$ cat config.mk
export PLATFORM = sky130hd
export DESIGN_NAME = vp_run_ctrl
export DESIGN_NICKNAME = d
export VERILOG_FILES = /design/src/rtl/vprc_pkg.sv /design/src/rtl/vprc_decode.sv /design/src/rtl/vprc_bitmask.sv /design/src/rtl/vprc_vp_slot.sv /design/src/rtl/vprc_readback.sv /design/src/rtl/vp_run_ctrl.sv
export SDC_FILE = /design/constraint.sdc
export NUM_CORES = 1
export LEC_CHECK = 0
export ABC_AREA = 1
export BUFFER_PORTS_ARGS = -buffer_cell sky130_fd_sc_hd__buf_2
export CAP_MARGIN = 10
export CORE_MARGIN = 2
export CORE_UTILIZATION = 42
export CTS_CLUSTER_SIZE = 12
export DETAILED_ROUTE_END_ITERATION = 10
export GPL_TIMING_DRIVEN = 0
export MAX_ROUTING_LAYER = met4
export PLACE_DENSITY = 0.93
export REMOVE_ABC_BUFFERS = 1
export SYNTH_ARGS = -nofsm -noshare
export SYNTH_HDL_FRONTEND = slang
export SYNTH_SLANG_ARGS = --single-unit
$ cat constraint.sdc
create_clock -name clk -period 1.87 [get_ports clk]
set_clock_uncertainty 0.1 [all_clocks]
set_input_delay 0.2805 -clock clk [delete_from_list [all_inputs] [get_ports clk]]
set_output_delay 0.2805 -clock clk [all_outputs]
set_load 0.05 [all_outputs]
$ cat src/rtl/vprc_pkg.sv
package vprc_pkg;

    localparam int unsigned ADDR_W = 8;

    // Word offsets inside one window; address bit 5 picks the window
    localparam logic [4:0] OFS_RUN    = 5'h00;
    localparam logic [4:0] OFS_STOP   = 5'h08;
    localparam logic [4:0] OFS_STATUS = 5'h10;

    typedef enum logic [1:0] {
        SEL_NONE   = 2'd0,
        SEL_RUN    = 2'd1,
        SEL_STOP   = 2'd2,
        SEL_STATUS = 2'd3
    } reg_sel_e;

    typedef struct packed {
        logic     valid;
        logic     write;
        reg_sel_e sel;
    } reg_cmd_t;

    function automatic reg_sel_e decode_offset(input logic [ADDR_W-1:0] a);
        reg_sel_e s;
        s = SEL_NONE;
        if (a[7:6] == 2'b00) begin
            case (a[4:0])
                OFS_RUN:    s = SEL_RUN;
                OFS_STOP:   s = SEL_STOP;
                OFS_STATUS: s = SEL_STATUS;
                default:    s = SEL_NONE;
            endcase
        end
        return s;
    endfunction

    function automatic bit start_fits(input logic [63:0] m, input int unsigned n);
        if (n >= 64) return 1'b1;
        return (m >> n) == 64'd0;
    endfunction

endpackage

$ cat src/rtl/vprc_decode.sv
module vprc_decode
    import vprc_pkg::*;
(
    input  logic              req_valid,
    input  logic              req_write,
    input  logic [ADDR_W-1:0] req_addr,
    output reg_cmd_t          cmd
);

    always_comb begin
        cmd.valid = req_valid;
        cmd.write = req_write;
        cmd.sel   = req_valid ? decode_offset(req_addr) : SEL_NONE;
    end

endmodule

$ cat src/rtl/vprc_bitmask.sv
module vprc_bitmask
    import vprc_pkg::*;
#(
    parameter int unsigned NUM_VP = 6,
    parameter int unsigned DATA_W = 32
) (
    input  reg_cmd_t            cmd,
    input  logic [DATA_W-1:0]   wdata,
    input  logic                boot,
    input  logic [NUM_VP-1:0]   start_bits,
    output logic [NUM_VP-1:0]   run_bits,
    output logic [NUM_VP-1:0]   stop_bits
);

    logic [NUM_VP-1:0] wr_bits;
    assign wr_bits = wdata[NUM_VP-1:0];

    generate
        if (DATA_W > NUM_VP) begin : g_hi
            logic unused_hi;
            assign unused_hi = ^wdata[DATA_W-1:NUM_VP];
        end
    endgenerate

    always_comb begin
        run_bits  = boot ? start_bits : '0;
        stop_bits = '0;
        if (cmd.valid && cmd.write) begin
            case (cmd.sel)
                SEL_RUN:  run_bits  = run_bits | wr_bits;
                SEL_STOP: stop_bits = wr_bits;
                default:  ;
            endcase
        end
    end

endmodule

$ cat src/rtl/vprc_vp_slot.sv
module vprc_vp_slot (
    input  logic clk,
    input  logic rst,
    input  logic run_req,
    input  logic stop_req,
    output logic running_o,
    output logic wake_o,
    output logic halt_o
);

    logic running_q;
    logic wake_q;

    always_ff @(posedge clk) begin
        if (rst) begin
            running_q <= 1'b0;
            wake_q    <= 1'b0;
        end else if (stop_req) begin
            running_q <= 1'b0;
            wake_q    <= 1'b0;
        end else if (run_req && !running_q) begin
            running_q <= 1'b1;
            wake_q    <= 1'b1;
        end else begin
            wake_q    <= 1'b0;
        end
    end

    assign running_o = running_q;
    assign wake_o    = wake_q;
    assign halt_o    = ~running_q;

    // a wake pulse only accompanies a running processor
    p_wake_running_r3: assert property (@(posedge clk) disable iff (rst)
        wake_q |-> running_q)
        else $error("p_wake_running_r3");

    // wake lasts one cycle
    p_wake_single_r3: assert property (@(posedge clk) disable iff (rst)
        wake_q |=> !wake_q)
        else $error("p_wake_single_r3");

    // a run request without stop leaves the processor running
    p_run_sets_r3: assert property (@(posedge clk) disable iff (rst)
        (run_req && !stop_req) |=> running_q)
        else $error("p_run_sets_r3");

    // no wake for an already running processor
    p_no_rewake_r4: assert property (@(posedge clk) disable iff (rst)
        running_q |=> !wake_q)
        else $error("p_no_rewake_r4");

    // stop halts and suppresses any wake
    p_stop_halts_r5: assert property (@(posedge clk) disable iff (rst)
        stop_req |=> (!running_q && !wake_q))
        else $error("p_stop_halts_r5");

endmodule

$ cat src/rtl/vprc_readback.sv
module vprc_readback
    import vprc_pkg::*;
#(
    parameter int unsigned NUM_VP = 6,
    parameter int unsigned DATA_W = 32
) (
    input  logic              clk,
    input  logic              rst,
    input  reg_cmd_t          cmd,
    input  logic [NUM_VP-1:0] running,
    output logic [DATA_W-1:0] rdata
);

    logic is_read;
    assign is_read = cmd.valid && !cmd.write;

    always_ff @(posedge clk) begin
        if (rst) begin
            rdata <= '0;
        end else if (is_read) begin
            rdata <= (cmd.sel == SEL_STATUS) ? DATA_W'(running) : '0;
        end
    end

    // status read returns the mask seen at request time
    p_status_read_r8: assert property (@(posedge clk) disable iff (rst)
        (is_read && cmd.sel == SEL_STATUS) |=> (rdata == DATA_W'($past(running))))
        else $error("p_status_read_r8");

    // data holds between reads
    p_rdata_hold_r8: assert property (@(posedge clk) disable iff (rst)
        !is_read |=> $stable(rdata))
        else $error("p_rdata_hold_r8");

    // other reads give zero
    p_other_read_zero_r10: assert property (@(posedge clk) disable iff (rst)
        (is_read && cmd.sel != SEL_STATUS) |=> (rdata == '0))
        else $error("p_other_read_zero_r10");

endmodule

$ cat src/rtl/vp_run_ctrl.sv
module vp_run_ctrl
    import vprc_pkg::*;
#(
    parameter int unsigned NUM_VP     = 6,
    parameter int unsigned DATA_W     = 32,
    parameter logic [63:0] START_MASK = 64'h1
) (
    input  logic              clk,
    input  logic              rst,
    input  logic              req_valid,
    input  logic              req_write,
    input  logic [7:0]        req_addr,
    input  logic [DATA_W-1:0] req_wdata,
    output logic [DATA_W-1:0] rsp_rdata,
    output logic [NUM_VP-1:0] vp_halt,
    output logic [NUM_VP-1:0] vp_wake
);

    localparam logic [NUM_VP-1:0] START_BITS = START_MASK[NUM_VP-1:0];

    generate
        if (!start_fits(START_MASK, NUM_VP)) begin : g_bad_start
            $error("START_MASK has bits at or above NUM_VP");
        end
        if (NUM_VP > DATA_W || NUM_VP == 0) begin : g_bad_count
            $error("NUM_VP must be between 1 and DATA_W");
        end
    endgenerate

    // Start-up request: live for the first cycle after reset release
    logic boot_q;
    always_ff @(posedge clk) begin
        if (rst) boot_q <= 1'b1;
        else     boot_q <= 1'b0;
    end

    reg_cmd_t          cmd;
    logic [NUM_VP-1:0] run_bits;
    logic [NUM_VP-1:0] stop_bits;
    logic [NUM_VP-1:0] running;

    vprc_decode u_decode (
        .req_valid (req_valid),
        .req_write (req_write),
        .req_addr  (req_addr),
        .cmd       (cmd)
    );

    vprc_bitmask #(.NUM_VP(NUM_VP), .DATA_W(DATA_W)) u_bitmask (
        .cmd        (cmd),
        .wdata      (req_wdata),
        .boot       (boot_q),
        .start_bits (START_BITS),
        .run_bits   (run_bits),
        .stop_bits  (stop_bits)
    );

    generate
        for (genvar i = 0; i < NUM_VP; i++) begin : g_slot
            vprc_vp_slot u_slot (
                .clk       (clk),
                .rst       (rst),
                .run_req   (run_bits[i]),
                .stop_req  (stop_bits[i]),
                .running_o (running[i]),
                .wake_o    (vp_wake[i]),
                .halt_o    (vp_halt[i])
            );
        end
    endgenerate

    vprc_readback #(.NUM_VP(NUM_VP), .DATA_W(DATA_W)) u_readback (
        .clk     (clk),
        .rst     (rst),
        .cmd     (cmd),
        .running (running),
        .rdata   (rsp_rdata)
    );

    // start-up request wakes only processors in the start mask
    p_boot_wake_r2: assert property (@(posedge clk) disable iff (rst)
        (boot_q && !(req_valid && req_write)) |=> (vp_wake == START_BITS))
        else $error("p_boot_wake_r2");

    // unmapped writes leave every processor state alone
    p_unmapped_write_r10: assert property (@(posedge clk) disable iff (rst)
        (req_valid && req_write && cmd.sel == SEL_NONE && !boot_q)
            |=> ($stable(vp_halt) && vp_wake == '0))
        else $error("p_unmapped_write_r10");

endmodule

==> out/metrics.cfg <==
[timing]
setup_viol = 0
fmax_mhz = 737
worst_slack_ns = 0.513
post-route-period-util_pct = 72.6
tns_ns = 0
fin_crit_ns = 1.36
finalHoldViolCount = 0
slew_violations = 0
rsz0062_at_grt = no

[floorplanning]
initial_core_util_pct = 44.3
core_sq_mm = 0.00250
die_h_microns = 55.4
die_w_microns = 55.4
die_area_sq_mm = 0.00307
rows = 18
io_pins = 88

[placement]
dpl.cell_count = 202
place_area_sq_mm = 0.00111
dpl_worst_slack_ns = 0.610
hpwlAfterDp_microns = 1380
portBuffers = 34
place_congestion = 0.718

[drt]
dr.pass1.iters = 4
met1_length_microns = 814
via_count = 848
routed_wl_microns = 1770
drt_first_iter_violations = 23
post_drt_via_cell_ratio = 4.12
wl_met2_microns = 816
top_layer = met4
route.antenna.remaining_nets = 0
drc_errors = 0
met3_length_microns = 101
routedWlPerCell_microns = 8.60

[worst_setup_path]
setup.worst_path.class = reg2out
crit_required_ns = 1.49
worstSetupEndpointType = primary output
cp_max_fo = 3
worstPathArrival_ns = 0.98
crit_path_start_kind = register

[grt]
grt_pass1_wl_microns = 2880
grt_max_degree = 13
antenna_found_initial = 0
grt_usage_pct = 12.0
globalRouteOverflowTotal = 0
grt_pass1_vias = 740

[clock_network]
clk_latency_ns = 0.29
cts-htree-levels = 1
ctsResizeCount = 0
cts_buffer_depth = 2
numCtsBuffers = 3
ctsHoldBuffers = 0
cts.sink_count = 19
postCtsSetupRepairBufs = 0
cts_root_buf = clkbuf_4
clkTransAtPathRegs_ns = 0.10
cts_tree = built

[finish]
final_common_cell = buf_2
final_cell_mix = buf_2, nand2_1, conb_1
antenna_cells = 0
final_area_sq_mm = 0.00114
fillCellCount = 276
multi_input_area_sq_um = 457
drive_gt1_share_pct = 27.3
nets = 221
area_delta_synth_final_pct = 2.71
seq_area_sq_um = 380
final_cells = 206

[power]
ir_drop_uv = 341
switching_share_pct = 37.5
pwr-share-seq_pct = 49.3
leakagePower_nw = 0.576
clockPowerShare_pct = 24.3
power_mw = 0.851
internal_power_mw = 0.532
powerDensity_mw_per_mm2 = 747
switchingPower_mw = 0.319
power.share.combinational_pct = 26.4

[logic_synthesis]
syn_area_sq_mm = 0.00111
syn_inst = 153
avgSynthCellArea_sq_um = 7.25
ys_seq_area_share_pct = 34.3
synthDistinctLibCells = 15
synth-seq-cells = 19
ys_warn_count = 0

[min_path]
hold_class = in2reg

[outcome]
outcome = finished, final reports clean

[flow_run]
maxCapViolCount = 0

==> power by group through the flow <==
| stage | clock (mW) | sequential (mW) | combinational [mW] |
|---|---|---|---|
| after global placement | 0 | 0.429 | 0.222 |
| after floorplan | 0 | 0.459 | 0.158 |
| after CTS | 0.211 | 0.420 | 0.225 |
| after global routing | 0.233 | 0.421 | 0.238 |
| final | 0.207 | 0.420 | 0.225 |
| after detailed placement | 0 | 0.429 | 0.225 |
==> routing by layer <==
metal  vias up  GRT usage (%)
met1       350           13.4
met4         0           7.32
met5         -              -
met3         4           1.41
li1        450              -
met2        44           20.4
==> area by class of cell <==
| class | instances | share of cell area [%] |
|---|---|---|
| Tap cell | 30 | 3.30 |
| Sequential cell | 19 | 33.4 |
| Timing Repair Buffer | 34 | 14.9 |
| Multi-Input combinational cell | 101 | 40.1 |
| Clock buffer | 4 | 2.31 |
| Inverter | 18 | 5.93 |
==> synth_stat cells <==
master,count,area [sq um]
nor2_4,3,33.8
nor2_1,13,48.8
nor3_1,4,20.0
nand2_2,3,18.8
buf_2,1,5.00
buf_4,39,293
o21ai_0,6,30.0
nand3_2,1,10.0
dfxtp_1,19,380
a21oi_1,12,60.1
conb_1,1,3.75
nand2_1,26,97.6
inv_1,18,67.6
nand3_1,3,15.0
nor2_2,4,25.0
==> final timing paths <==
path	endpoint	startpoint	slack, ns	cells past startpoint
max	vp_halt[5]	g_slot[5].u_slot.running_o	0.51	2
min	boot_q	rst	0.009	1
max reg2reg	g_slot[2].u_slot.running_o	g_slot[2].u_slot.running_o	0.94	3
min reg2reg	u_readback.rdata[0]	g_slot[0].u_slot.running_o	0.37	2
==> registers in the layout, indices dropped and copies added, names as in the netlist <==
name                     flops
g_slot.u_slot.wake_o         6
u_readback.rdata             6
boot_q                       1
g_slot.u_slot.running_o      6
==> worst max-delay path, stage by stage (launching register included) <==
cell and delay [ns]:
dfxtp_1 0.32, inv_1 0.09, buf_2 0.27
==> metrics by stage <==
step                util (%)  hold slack [ns]
global route            45.5          0.00220
finish                  45.5          0.00917
global placement        44.5            0.313
CTS                     45.5          0.00375
floorplan                  -            0.208
detailed placement      44.5            0.318
==> kinds of logic (layout without fill, tap and decap cells) <==
group	Yosys count	in the layout	share of synthesized area (%)
DFF	19	19	34.3
and+or+nand+nor	57	57	24.3
AOI/OAI and AO/OA	18	18	8.13
other	1	26	0.338
buffers and inverters	58	56	33.0
No activity file was read; power rests on OpenSTA's default activity.
